`src/rtl/tw_cfg_pkg.sv`:
```
package tw_cfg_pkg;
    localparam int unsigned W1_DATA = 23;
    localparam int unsigned W2_DATA = 11;
    localparam int unsigned FRAME_W = W1_DATA + 1;

    typedef struct packed {
        logic [1:0] ref_code;
        logic [4:0] swallow;
        logic [1:0] main_code;
        logic       vco_tx;
        logic [1:0] fixed;
        logic       gauss_en;
        logic       comp_en;
        logic [2:0] dev;
        logic [2:0] pretune;
        logic [2:0] cp;
    } word1_t;

    typedef struct packed {
        logic [4:0] demod;
        logic [2:0] comp_scale;
        logic [2:0] test;
    } word2_t;

    localparam word1_t W1_RESET = '{cp: 3'b100, default: '0};

    typedef enum logic [1:0] {ST_IDLE, ST_SHIFT, ST_COMMIT} cap_state_t;

    function automatic logic signed [3:0] cp_offset(input logic [2:0] c);
        return $signed({1'b0, c}) - 4'sd4;
    endfunction

    function automatic logic [7:0] scale_pct(input logic [2:0] c);
        return 8'd60 + 8'd10 * {5'd0, c};
    endfunction
endpackage

```
`src/rtl/tw_sync.sv`:
```
module tw_sync #(
    parameter int unsigned STAGES = 2,
    parameter int unsigned LANES  = 3,
    parameter logic [LANES-1:0] RESET_VAL = '0
) (
    input  logic             clk,
    input  logic             rst_n,
    input  logic [LANES-1:0] din,
    output logic [LANES-1:0] dout
);
    for (genvar l = 0; l < LANES; l++) begin : g_lane
        logic [STAGES-1:0] chain;
        always_ff @(posedge clk or negedge rst_n) begin
            if (!rst_n) chain <= {STAGES{RESET_VAL[l]}};
            else        chain <= {chain[STAGES-2:0], din[l]};
        end
        assign dout[l] = chain[STAGES-1];
    end
endmodule

```
`src/rtl/tw_capture.sv`:
```
module tw_capture
    import tw_cfg_pkg::*;
#(
    parameter int unsigned WIDTH = FRAME_W
) (
    input  logic             clk,
    input  logic             rst_n,
    input  logic             s_clk,
    input  logic             s_data,
    input  logic             s_en_n,
    output logic [WIDTH-1:0] frame,
    output logic             load
);
    cap_state_t state, state_nx;
    logic prev_clk, prev_en;
    logic clk_rise, en_rise, got_bit;
    logic [WIDTH-1:0] sh;

    assign clk_rise = s_clk & ~prev_clk;
    assign en_rise  = s_en_n & ~prev_en;

    always_ff @(posedge clk or negedge rst_n) begin
        if (!rst_n) begin
            prev_clk <= 1'b0;
            prev_en  <= 1'b1;
        end else begin
            prev_clk <= s_clk;
            prev_en  <= s_en_n;
        end
    end

    always_ff @(posedge clk or negedge rst_n) begin
        if (!rst_n) state <= ST_IDLE;
        else        state <= state_nx;
    end

    always_comb begin
        state_nx = state;
        unique case (state)
            ST_IDLE:   if (!s_en_n) state_nx = ST_SHIFT;
            ST_SHIFT:  if (en_rise) state_nx = (got_bit || clk_rise) ? ST_COMMIT : ST_IDLE;
            ST_COMMIT: state_nx = ST_IDLE;
            default:   state_nx = ST_IDLE;
        endcase
    end

    always_comb begin
        load = 1'b0;
        unique case (state)
            ST_COMMIT: load = 1'b1;
            default:   load = 1'b0;
        endcase
    end

    always_ff @(posedge clk or negedge rst_n) begin
        if (!rst_n) begin
            sh      <= '0;
            got_bit <= 1'b0;
        end else begin
            if (state == ST_IDLE) got_bit <= 1'b0;
            if (state == ST_SHIFT && clk_rise) begin
                sh      <= {sh[WIDTH-2:0], s_data};
                got_bit <= 1'b1;
            end
        end
    end

    assign frame = sh;

    AST_SHIFT_ONLY_ON_EDGE: assert property (@(posedge clk) disable iff (!rst_n)
        !clk_rise |=> $stable(sh));
    AST_COMMIT_ON_ENRISE: assert property (@(posedge clk) disable iff (!rst_n)
        (state == ST_SHIFT && en_rise && (got_bit || clk_rise)) |=> load);
    AST_NO_EMPTY_COMMIT: assert property (@(posedge clk) disable iff (!rst_n)
        (state == ST_SHIFT && en_rise && !got_bit && !clk_rise) |=> !load);
endmodule

```
`src/rtl/tw_regs.sv`:
```
module tw_regs
    import tw_cfg_pkg::*;
(
    input  logic               clk,
    input  logic               rst_n,
    input  logic               load,
    input  logic [FRAME_W-1:0] frame,
    output word1_t             w1,
    output word2_t             w2
);
    always_ff @(posedge clk or negedge rst_n) begin
        if (!rst_n) begin
            w1 <= W1_RESET;
            w2 <= '0;
        end else if (load) begin
            if (frame[0]) w1 <= word1_t'(frame[W1_DATA:1]);
            else          w2 <= word2_t'(frame[W2_DATA:1]);
        end
    end

    AST_ONE_DEST: assert property (@(posedge clk) disable iff (!rst_n)
        load |=> ($stable(w1) || $stable(w2)));
    AST_HOLD_NO_LOAD: assert property (@(posedge clk) disable iff (!rst_n)
        !load |=> ($stable(w1) && $stable(w2)));
endmodule

```
`src/rtl/tri_wire_cfg.sv`:
```
module tri_wire_cfg
    import tw_cfg_pkg::*;
#(
    parameter int unsigned SYNC_STAGES = 2
) (
    input  logic              clk,
    input  logic              rst_n,
    input  logic              bus_clk,
    input  logic              bus_data,
    input  logic              bus_en_n,
    output logic [1:0]        ref_code,
    output logic [4:0]        swallow_code,
    output logic [1:0]        main_code,
    output logic              vco_tx_sel,
    output logic [1:0]        fixed_bits,
    output logic              gauss_en,
    output logic              comp_en,
    output logic [2:0]        dev_code,
    output logic [7:0]        dev_pct,
    output logic [2:0]        pretune_code,
    output logic [2:0]        cp_code,
    output logic signed [3:0] cp_step,
    output logic [4:0]        demod_trim,
    output logic [2:0]        comp_code,
    output logic [7:0]        comp_pct,
    output logic [2:0]        test_sel
);
    logic [2:0] s_bus;
    logic [FRAME_W-1:0] frame;
    logic load;
    word1_t w1;
    word2_t w2;

    tw_sync #(.STAGES(SYNC_STAGES), .LANES(3), .RESET_VAL(3'b100)) u_sync (
        .clk(clk), .rst_n(rst_n),
        .din({bus_en_n, bus_data, bus_clk}), .dout(s_bus)
    );

    tw_capture #(.WIDTH(FRAME_W)) u_cap (
        .clk(clk), .rst_n(rst_n),
        .s_clk(s_bus[0]), .s_data(s_bus[1]), .s_en_n(s_bus[2]),
        .frame(frame), .load(load)
    );

    tw_regs u_regs (
        .clk(clk), .rst_n(rst_n), .load(load), .frame(frame), .w1(w1), .w2(w2)
    );

    assign ref_code     = w1.ref_code;
    assign swallow_code = w1.swallow;
    assign main_code    = w1.main_code;
    assign vco_tx_sel   = w1.vco_tx;
    assign fixed_bits   = w1.fixed;
    assign gauss_en     = w1.gauss_en;
    assign comp_en      = w1.comp_en;
    assign dev_code     = w1.dev;
    assign pretune_code = w1.pretune;
    assign cp_code      = w1.cp;
    assign demod_trim   = w2.demod;
    assign comp_code    = w2.comp_scale;
    assign test_sel     = w2.test;
    assign cp_step      = cp_offset(w1.cp);
    assign dev_pct      = scale_pct(w1.dev);
    assign comp_pct     = scale_pct(w2.comp_scale);

    AST_PCT_RANGE: assert property (@(posedge clk) disable iff (!rst_n)
        dev_pct >= 8'd60 && dev_pct <= 8'd130 && comp_pct >= 8'd60 && comp_pct <= 8'd130);
    AST_STEP_RANGE: assert property (@(posedge clk) disable iff (!rst_n)
        cp_step >= -4'sd4 && cp_step <= 4'sd3);
endmodule

```
`config.mk`:
```
export PLATFORM = sky130hd
export DESIGN_NAME = tri_wire_cfg
export DESIGN_NICKNAME = d
export VERILOG_FILES = /design/src/rtl/tw_cfg_pkg.sv /design/src/rtl/tw_sync.sv /design/src/rtl/tw_capture.sv /design/src/rtl/tw_regs.sv /design/src/rtl/tri_wire_cfg.sv
export SDC_FILE = /design/constraint.sdc
export NUM_CORES = 1
export LEC_CHECK = 0
export BUFFER_PORTS_ARGS = -buffer_cell sky130_fd_sc_hd__buf_2
export CAP_MARGIN = 20
export CORE_MARGIN = 3
export CORE_UTILIZATION = 55
export DETAILED_ROUTE_END_ITERATION = 16
export GPL_ROUTABILITY_DRIVEN = 0
export HOLD_SLACK_MARGIN = 0.1
export PLACE_DENSITY = 0.8
export RECOVER_POWER = 25
export SYNTH_ARGS = -nofsm -noshare
export SYNTH_HDL_FRONTEND = slang
export SYNTH_SLANG_ARGS = --single-unit
```
`constraint.sdc`:
```
create_clock -name clk -period 2.1 [get_ports clk]
set_clock_uncertainty 0.05 [all_clocks]
set_input_delay 0.42 -clock clk [delete_from_list [all_inputs] [get_ports clk]]
set_output_delay 0.42 -clock clk [all_outputs]
set_load 0.01 [all_outputs]
```
==> metrics.md, run 1 <==
| Metric | Value |
|---|---|
| P_int | `0.002413 W` |
| Worst slew pin tran | `1.131 ns` |
| Cell mode on critical path | `ha_4` |
| Pre-CTS WS | `a little over 0.02 ns` |
| Pwr dens | `about 950 mW/mm²` |
| Final slew viol count | `0` |
| Worst relative slew slack | `about a quarter` |
| Util after Layout | `between 60% and 70%` |
| H-tree depth | `3` |
| WP data arrival | `between 1.5 and 2 ns` |
| Post-synthesis register bit count | `69` |
| DR pass1 iterations | `4` |
| HPWL after detailed placement | `~3400 µm` |
| Io pins | `just under 60` |
| Data required time of the critical path | `~1.6 ns` |
| Final wirelength | `~4900 µm` |
| Worst min path class | `in2reg` |
| Die X | `80.28 µm` |
| Post-synth EDFFs | `0` |
| Worst path buffer plus inverter count | `1` |
| Slowest CP cell | `dfrtp_1` |
| Fmax | `between 400 and 500 MHz` |
| Failing checks | `setup timing` |
| Combinational power share | `roughly a quarter` |
| Maximum vdd drop | `541.4 µV` |
| Overall die area | `about 0.0064 mm²` |
| Most common flop cell mapped by yosys | `dfrtp_1` |
| First-pass GRT wire length | `8438 µm` |
| Worst Path Max Fanout | `2` |
| Final-report setup violation count | `4` |
| I/O Buffers | `56` |
| Status | `complete, but fails checks` |
| DP Area | `between 0.003 and 0.004 mm²` |
| Clk Latency, worst-skew pair | `0.33 ns` |
| Clock tree buffer depth | `2` |
| Initial antenna violation count | `0` |
| Finished Cell Area | `0.003630 mm²` |
| Initial Util | `around 58%` |
| Layout fillers | `392` |
| DRC Markers | `0` |
| Setup CP Type | `reg2out` |
| Sink Count | `69` |
| FFs w/ async S/R, synth | `100.0%` |
| Max incr delay on CP | `a little under 0.4 ns` |
| Largest net degree at the start of global routing | `50` |
| Commonest non-fill, non-tap cell in the layout | `dfrtp_1` |
| Max-cap viol count | `0` |
| Mapped Area | `0.003034 mm²` |
| Fraction of layout cells with a size suffix above 1 | `between 50% and 60%` |
| Sequential share of power | `a little under 50%` |
| Sw frac | `30.01%` |
| Synth top area share | `between 50% and 60%` |
| Crit share post-route | `105.6%` |
| Yosys cell types | `30` |
| Routed vias/inst | `~5.1` |
| Most frequent cells in the layout | `dfrtp_1, buf_2, mux2_2, mux2_4` |
| Largest cells by area after synthesis | `dfrtp_1, mux2_4, mux2_2` |
| Die Height | `~80 µm` |
| Reg clk slew, reported paths | `around 0.070 ns` |
| Seq/Total Area, Yosys | `between 50% and 60%` |
| Final Non-Filler Cells | `around 330` |
| CTS buffer count | `9` |
| Switching Power | `around 0.0010 W` |
| Core footprint | `approximately 0.0052 mm²` |
| Placed Instances | `between 300 and 400` |
| Root buf cell | `clkbuf_8` |
| Top delay family on crit path | `adder cells` |
| Area leader, netlist | `dfrtp_1` |
| Endpoints failing hold | `0` |
| Initial DRC count | `63` |
| Area grow syn2layout | `19.63%` |
| Avg WL per Cell | `around 15 µm` |
| Startpoint types | `register` |
| RSZ-0062 raised after global routing | `true` |
| Critical Path, Cell by Cell | `ha_2, ha_4, ha_4, o41a_1, buf_2` |
| Final #Nets | `between 200 and 300` |
| Min Tclk post-route | `about 2.2 ns` |
| Via count | `around 1700` |
| Detail Route Antenna Nets | `0` |
| Static leakage | `between 1.5 and 2 nW` |
| Vias in the first global route | `around 1800` |
| CTS tree | `built` |
| Antenna Cells | `0` |
| CP endpoint kind | `output port` |
| Yosys warns | `0` |
| Total track usage | `between 10% and 20%` |
| Cells after synthesis | `191` |
| Clock Power Share | `25.6%` |
| Rows | `26` |
| Final global-route overflow total | `0` |
| Setup WS post-layout | `-0.1174 ns` |
| Avg Inst Size Synth | `15.89 µm²` |
## Yosys cell counts (2+ instances only)
cell,instances
dfstp_2,4
inv_1,13
a21oi_1,3
o21ai_0,2
dfrtp_1,65
nor2_1,3
fa_1,4
ha_1,9
buf_4,7
buf_8,2
buf_6,3
mux2_4,26
mux2_2,29
nand2_1,5
## layer usage
| metal | GRT usage (%) | vias up | share of wire (%) | wire length [µm] |
|---|---|---|---|---|
| met1 | 22.86 | 868 | 45 | 2218 |
| met2 | 27.48 | 36 | 49 | 2414 |
| met4 | 8.615 | 0 | 1.7 | 82 |
| li1 | - | 782 | - | - |
| met3 | 3.587 | 6 | 4.3 | 212 |
| met5 | 0 | - | 0 | 0 |
## path summary, 6_finish.rpt
check / start / endpoint / slack [ns] / cells after the start
min in group asynchronous: rst_n / u_regs.w1[1] / 0.77 / 2
max: u_regs.w1[6] / dev_pct[7] / -0.12 / 5
max reg2reg: u_cap.state[1] / u_regs.w2[6] / 0.17 / 3
min reg2reg: u_sync.g_lane[1].chain[0] / u_sync.g_lane[1].chain[1] / 0.31 / 0
max in group asynchronous: rst_n / u_sync.g_lane[2].chain[0] / 0.22 / 3
min: bus_en_n / u_sync.g_lane[2].chain[0] / 0.14 / 1
## state kept, by name (all words and copies together), names as in the netlist
register / flops
u_cap.frame: 24
u_cap.got_bit: 1
u_cap.prev_clk: 1
u_cap.prev_en: 1
u_cap.state: 2
u_regs.w1: 23
u_regs.w2: 11
u_sync.g_lane.chain: 6
## power groups by stage
stage / logic [W] / registers, W / clock network [W]
final: 0.000866 / 0.00170 / 0.000881
after global routing: 0.000952 / 0.00173 / 0.000968
after CTS: 0.000866 / 0.00170 / 0.000911
after detailed placement: 0.000813 / 0.00172 / 0
after global placement: 0.000777 / 0.00171 / 0
after floorplan: 0.000508 / 0.00173 / 0
## metrics by stage
step	power, W	hold WS, ns	TNS [ns]
after floorplan	0.002239	0.07441	0
after global placement	0.002484	0.2850	0
after detailed placement	0.002529	0.2881	0
after CTS	0.003476	0.1214	-0.3610
after global routing	0.003650	0.1236	-0.7371
final	0.003447	0.1405	-0.3175
## area by class of cell
type                    instances  area [µm²]  share of cell area (%)
inverters                      13       48.80                   1.344
multi-input cells              98        1231                   33.92
repair buffers                 68       370.4                   10.20
clock inverters                 5       27.53                  0.7584
clock buffers                  11       131.4                   3.619
well taps                      70       87.58                   2.413
flip-flops and latches         69        1733                   47.74
## kinds of logic (layout without fill, tap and decap cells)
family	Yosys count	in the layout	synth area share, %
xor+xnor	1	1	0.2887
compound gates	9	9	1.979
mux	57	57	24.33
flops	69	69	57.07
fa+ha+maj	13	13	6.351
simple gates	16	16	4.413
buf+inv	25	97	5.443
other cells	1	2	0.1236
## timing repair
item | CTS | global route
pin swaps | 10 | 8
hold endpoints to repair | 19 | 0
setup buffers | 0 | 2
endpoints found under the setup margin | 3 | 5
resized for setup | 15 | 5
hold buffers | 1 | 0
Power figures use the tool's default switching activity.
==> inputs of run 2 (changes only) <==
CORE_UTILIZATION = 59   (was 55)
PLACE_DENSITY = 0.84   (was 0.8)
clock period = 2.78 ns   (was 2.1 ns; I/O delays follow)
==> run 2 against run 1 <==
Global-route usage up 0.67 points. Sequential power down 24%. Cell count down 3.6%. Sequential share of layout area up 2.3 points. Sequential cell count unchanged. Via count down 6.1%. Critical path depth unchanged. Clock power down 25%. The flow now finishes without violations. Register-to-register slack better by 0.85 ns.
==> metrics.md, run 2 (synthesized netlist as in run 1, its figures left out) <==
| Metric | Value |
|---|---|
| Status | `complete, no violations` |
| Fraction of layout cells with a size suffix above 1 | `52.55% (-5.8 points)` |
| Met3 usage | `4.408% (+0.82 points)` |
| Rows | `25 (-3.8%)` |
| I/O Buffers | `56 (unchanged)` |
| Io pins | `59 (unchanged)` |
| DP Area | `0.003308 mm² (-1.8%)` |
| Maximum vdd drop | `483.0 µV (-11%)` |
| CTS tree | `built` |
| Final Non-Filler Cells | `322 (-3.6%)` |
| Setup CP Type | `reg2out` |
| Endpoints failing hold | `0 (unchanged)` |
| DRC Markers | `0 (unchanged)` |
| M2 GR Usage | `29.20% (+1.7 points)` |
| Total track usage | `18.06% (+0.67 points)` |
| Post-route setup TNS | `0 ns (+0.3175 ns)` |
| WP data arrival | `2.03 ns (+0.28 ns)` |
| Sink Count | `69 (unchanged)` |
| GR peak layer | `met2` |
| RSZ-0062 raised after global routing | `false` |
| Setup WS post-layout | `0.1400 ns (+0.2574 ns)` |
| Pre-CTS WS | `0.4855 ns (+0.4649 ns)` |
| Die Height | `77.71 µm (-3.2%)` |
| Reg clk slew, reported paths | `0.07 ns (about the same)` |
| Root buf cell | `clkbuf_8` |
| Initial Util | `62.58% (+4.3 points)` |
| Avg WL per Cell | `14.84 µm (+0.59%)` |
| Initial DRC count | `50 (-21%)` |
| Worst min path class | `in2reg` |
| Worst slew pin tran | `1.146 ns (+0.01496 ns)` |
| HPWL after detailed placement | `3356 µm (-0.14%)` |
| Routed vias/inst | `4.935 (-2.6%)` |
| Hold_buf cts | `0 (-1)` |
| Post-CTS setup buffers | `0 (unchanged)` |
| Max-cap viol count | `0 (unchanged)` |
| Placed Instances | `306 (-2.9%)` |
| Area grow syn2layout | `13.98%` |
| Largest net degree at the start of global routing | `25 (-50%)` |
| Via count | `1589 (-6.1%)` |
| Worst Path Max Fanout | `6 (+4)` |
| Die X | `77.71 µm (-3.2%)` |
| DR pass1 iterations | `4 (unchanged)` |
| Most frequent cells in the layout | `dfrtp_1, buf_2, mux2_2, mux2_4, inv_1` |
| Clock tree buffer depth | `2 (unchanged)` |
| First-pass GRT wire length | `8293 µm (-1.7%)` |
| Antenna Cells | `0 (unchanged)` |
| Startpoint types | `register` |
| Overall die area | `0.006039 mm² (-6.3%)` |
| Pwr dens | `729.7 mW/mm² (-23%)` |
| Final global-route overflow total | `0 (unchanged)` |
| Fmax | `378.8 MHz` |
| Detail Route Antenna Nets | `0 (unchanged)` |
| CTS resizes | `0 (-15)` |
| CTS buffer count | `9 (unchanged)` |
| Worst relative slew slack | `23.60% (-1.0 points)` |
| Max FFs per register | `24 (unchanged)` |
| Static leakage | `1.868 nW (-0.86%)` |
| Final #Nets | `268 (-3.2%)` |
| Vias in the first global route | `1677 (-5.2%)` |
| Commonest non-fill, non-tap cell in the layout | `dfrtp_1` |
| Crit share post-route | `a little over nine tenths` |
| CP endpoint kind | `output port` |
| Finished Cell Area | `0.003458 mm² (-4.7%)` |
| Data required time of the critical path | `2.17 ns (+0.54 ns)` |
| Initial antenna violation count | `0 (unchanged)` |
| Core footprint | `0.004848 mm² (-6.9%)` |
| Clk Latency, worst-skew pair | `0.32 ns (about the same)` |
| Tightest hold margin | `0.2789 ns (+0.1384 ns)` |
| Final-report setup violation count | `0 (-4)` |
| GR Util met1 | `22.66% (-0.20 points)` |
| H-tree depth | `3 (unchanged)` |
| Final slew viol count | `0 (unchanged)` |
| Final wirelength | `4777 µm (-3.0%)` |
| Min Tclk post-route | `2.640 ns` |
## run 2: layer usage
layer / up-vias / share of wire, %
li1: 757 / -
met5: - / 0
met2: 36 / 50
met1: 792 / 44
met4: 0 / 1.2
met3: 4 / 4.7
## run 2: path summary, 6_finish.rpt
kind                                      startpoint                         to  slack [ns]  cells past startpoint
max                                     u_regs.w1[6]                 dev_pct[7]        0.14                      5
min                                         bus_en_n  u_sync.g_lane[2].chain[0]        0.28                      1
max reg2reg                           u_cap.state[1]               u_regs.w2[8]        1.02                      2
min reg2reg                u_sync.g_lane[1].chain[0]  u_sync.g_lane[1].chain[1]        0.30                      0
max in group asynchronous                      rst_n               u_regs.w1[4]        1.04                      2
min in group asynchronous                      rst_n            u_cap.frame[14]        0.38                      1
## run 2: area by class of cell
class | count | area [µm²]
tap | 67 | 83.83
sequential | 69 | 1732
clock buffer | 11 | 131.4
fill | 324 | 1390
multi-input combinational | 98 | 1141
inverter | 13 | 48.80
clock inverter | 5 | 27.53
timing repair buffer | 59 | 294.0
## run 2: where the power goes
part / internal (W) / total (W) / switching [W] / leakage (nW)
clock: 0.000318 / 0.000661 / 0.000343 / 0.0829
sequential: 0.00115 / 0.00129 / 0.000144 / 0.914
combinational: 0.000305 / 0.000568 / 0.000263 / 0.871
## run 2: critical path: stages, from the launching register on
cell and delay, ns:
dfrtp_1 0.47, ha_1 0.24, ha_1 0.20, ha_1 0.27, o41a_1 0.40, buf_2 0.14
## run 2: through the flow
stage               total power (W)  utilization (%)
finish                     0.002524            71.33
global route               0.002681            71.33
CTS                        0.002558            71.51
detailed placement         0.001891            68.23
global placement           0.001867            68.23
floorplan                  0.001691                -
==> inputs of run 3 (changes only) <==
CORE_UTILIZATION = 57   (was 59)
CTS_BUF_LIST = sky130_fd_sc_hd__clkbuf_8   (was not set)
PLACE_DENSITY = 0.82   (was 0.84)
clock period = 2.51 ns   (was 2.78 ns; I/O delays follow)
==> run 3 against run 2 <==
Combinational power increased by 22%. Critical path depth unchanged. Die area increased by 3.2%. Cell area increased by 2.4%. Routed wire length increased by 4.4%. Highest routed layer unchanged.
==> metrics.md, run 3 (synthesized netlist as in run 1, its figures left out) <==
| Metric | Value |
|---|---|
| Clock Power Share | `24.7% (-1.5 points)` |
| CTS buffer count | `9 (unchanged)` |
| Detail Route Antenna Nets | `0 (unchanged)` |
| Antenna Cells | `0 (unchanged)` |
| Post-route setup TNS | `0 ns (unchanged)` |
| Worst relative slew slack | `5.078% (-19 points)` |
| Max-cap viol count | `0 (unchanged)` |
| Final slew viol count | `0 (unchanged)` |
| Endpoints failing hold | `0 (unchanged)` |
| Combinational power share | `24.6% (+2.1 points)` |
| DP Area | `0.003313 mm² (+0.15%)` |
| Worst slew pin tran | `1.424 ns (+0.2778 ns)` |
| Setup CP Type | `reg2out` |
| P_int | `0.001991 W (+12%)` |
| Status | `complete, no violations` |
| CP endpoint kind | `output port` |
| Reg clk slew, reported paths | `0.06 ns (about the same)` |
| Vias in the first global route | `1686 (+0.54%)` |
| Overall die area | `0.006235 mm² (+3.2%)` |
| Data required time of the critical path | `1.96 ns (-0.21 ns)` |
| Final #Nets | `274 (+2.2%)` |
| Switching Power | `0.0008270 W (+10%)` |
| Static leakage | `1.904 nW (+1.9%)` |
| Startpoint types | `register` |
| H-tree depth | `3 (unchanged)` |
| Rows | `25 (unchanged)` |
| Most frequent cells in the layout | `dfrtp_1, buf_2, mux2_2, mux2_4, inv_1` |
| Worst min path class | `in2reg` |
| Final wirelength | `4985 µm (+4.4%)` |
| Die X | `78.96 µm (+1.6%)` |
| Largest net degree at the start of global routing | `46 (+84%)` |
| WP data arrival | `1.89 ns (-0.14 ns)` |
| RSZ-0062 raised after global routing | `false` |
| Maximum vdd drop | `463.0 µV (-4.1%)` |
| Fmax | `409.3 MHz` |
| Core footprint | `0.004942 mm² (+1.9%)` |
| Initial antenna violation count | `0 (unchanged)` |
| Io pins | `59 (unchanged)` |
| Clk Latency, worst-skew pair | `0.33 ns (about the same)` |
| First-pass GRT wire length | `8293 µm (unchanged)` |
| Layout fillers | `362 (+12%)` |
| Commonest non-fill, non-tap cell in the layout | `dfrtp_1` |
| CTS tree | `built` |
| Initial DRC count | `66 (+32%)` |
| Total track usage | `17.66% (-0.41 points)` |
| Final-report setup violation count | `0 (unchanged)` |
| HPWL after detailed placement | `3317 µm (-1.2%)` |
| I/O Buffers | `56 (unchanged)` |
| Crit share post-route | `between 90% and 100%` |
| DRC Markers | `0 (unchanged)` |
| Root buf cell | `clkbuf_8` |
| Final global-route overflow total | `0 (unchanged)` |
| Initial Util | `61.39% (-1.2 points)` |
| Avg WL per Cell | `15.29 µm (+3.1%)` |
| Sw frac | `29.35% (-0.36 points)` |
| Worst Path Max Fanout | `2 (-4)` |
| Fraction of layout cells with a size suffix above 1 | `57.14% (+4.6 points)` |
| Max FFs per register | `24 (unchanged)` |
| Sink Count | `69 (unchanged)` |
| Min Tclk post-route | `about 2.4 ns` |
| Area grow syn2layout | `16.70%` |
| R2R Setup Slk | `0.77 ns (-0.25 ns)` |
| DR pass1 iterations | `4 (unchanged)` |
| Routed vias/inst | `5.040 (+2.1%)` |
| Pwr dens | `795.7 mW/mm² (+9.0%)` |
| Sequential share of power | `50.7% (-0.6 points)` |
| Die Height | `78.96 µm (+1.6%)` |
| Clock tree buffer depth | `2 (unchanged)` |
| Finished Cell Area | `0.003541 mm² (+2.4%)` |
| Via count | `1643 (+3.4%)` |
[run 3: cell types whose count changed in the layout (fill, tap and decap cells not counted), moves of 2 or more]
cell	previous run	this run
dfrtp_1	65	61
inv_1	13	15
ha_2	0	2
ha_1	9	6
dfrtp_2	0	4
buf_4	1	8
clkbuf_1	5	1
[run 3: path summary, 6_finish.rpt]
| kind | to | from | depth (start not counted) |
|---|---|---|---|
| hold reg to reg | u_sync.g_lane[1].chain[1] | u_sync.g_lane[1].chain[0] | 0 |
| setup / recovery | dev_pct[7] | u_regs.w1[6] | 5 |
| hold / removal | u_sync.g_lane[2].chain[0] | bus_en_n | 1 |
| min in group asynchronous | u_regs.w1[18] | rst_n | 1 |
| setup reg to reg | u_regs.w2[3] | u_cap.state[1] | 3 |
| max in group asynchronous | u_cap.prev_en | rst_n | 2 |
[run 3: cell type report]
| type | instances | area, µm² | share of cell area [%] |
|---|---|---|---|
| clock buffers | 9 | 123.9 | 3.498 |
| clock inverters | 5 | 22.52 | 0.6360 |
| inverters | 13 | 48.80 | 1.378 |
| multi-input cells | 98 | 1166 | 32.93 |
| flip-flops and latches | 69 | 1737 | 49.05 |
| well taps | 67 | 83.83 | 2.367 |
| repair buffers | 65 | 359.1 | 10.14 |
[run 3: power by group through the flow]
stage	clock, W	sequential, W	combinational, W
after floorplan	0	0.00145	0.000425
after global placement	0	0.00145	0.000621
after detailed placement	0	0.00146	0.000637
after CTS	0.000723	0.00144	0.000648
after global routing	0.000763	0.00146	0.000767
final	0.000696	0.00143	0.000693
[run 3: metal layers]
| layer | vias to the layer above | part of all wire (%) | track usage, % |
|---|---|---|---|
| li1 | 768 | - | - |
| met5 | - | 0 | 0 |
| met4 | 0 | 2.0 | 10.65 |
| met3 | 9 | 4.5 | 3.515 |
| met1 | 825 | 45 | 23.05 |
| met2 | 41 | 49 | 27.36 |
[run 3: timing repair]
item / CTS / global route
resized for setup: 3 / 6
hold endpoints to repair: 0 / 0
setup buffers: 2 / 5
pin swaps: 0 / 1
hold buffers: 0 / 0
endpoints found under the setup margin: 1 / 2
[run 3: critical path, cell delays in order, from the launching register on]
cell	delay (ns)
dfrtp_2	0.42
ha_4	0.16
ha_2	0.17
ha_1	0.26
o41a_1	0.40
buf_2	0.14
[run 3: metrics by stage]
stage	utilization, %	power, W	worst slack [ns]	hold WS (ns)	instances
CTS	70.41	0.002808	0.004637	0.1173	321
finish	71.65	0.002818	0.06705	0.2235	326
global placement	67.04	0.002068	0.2999	0.2827	305
detailed placement	67.04	0.002096	0.2547	0.2871	305
global route	71.65	0.002988	0.001525	0.2065	326
floorplan	-	0.001873	0.3540	0.1564	192
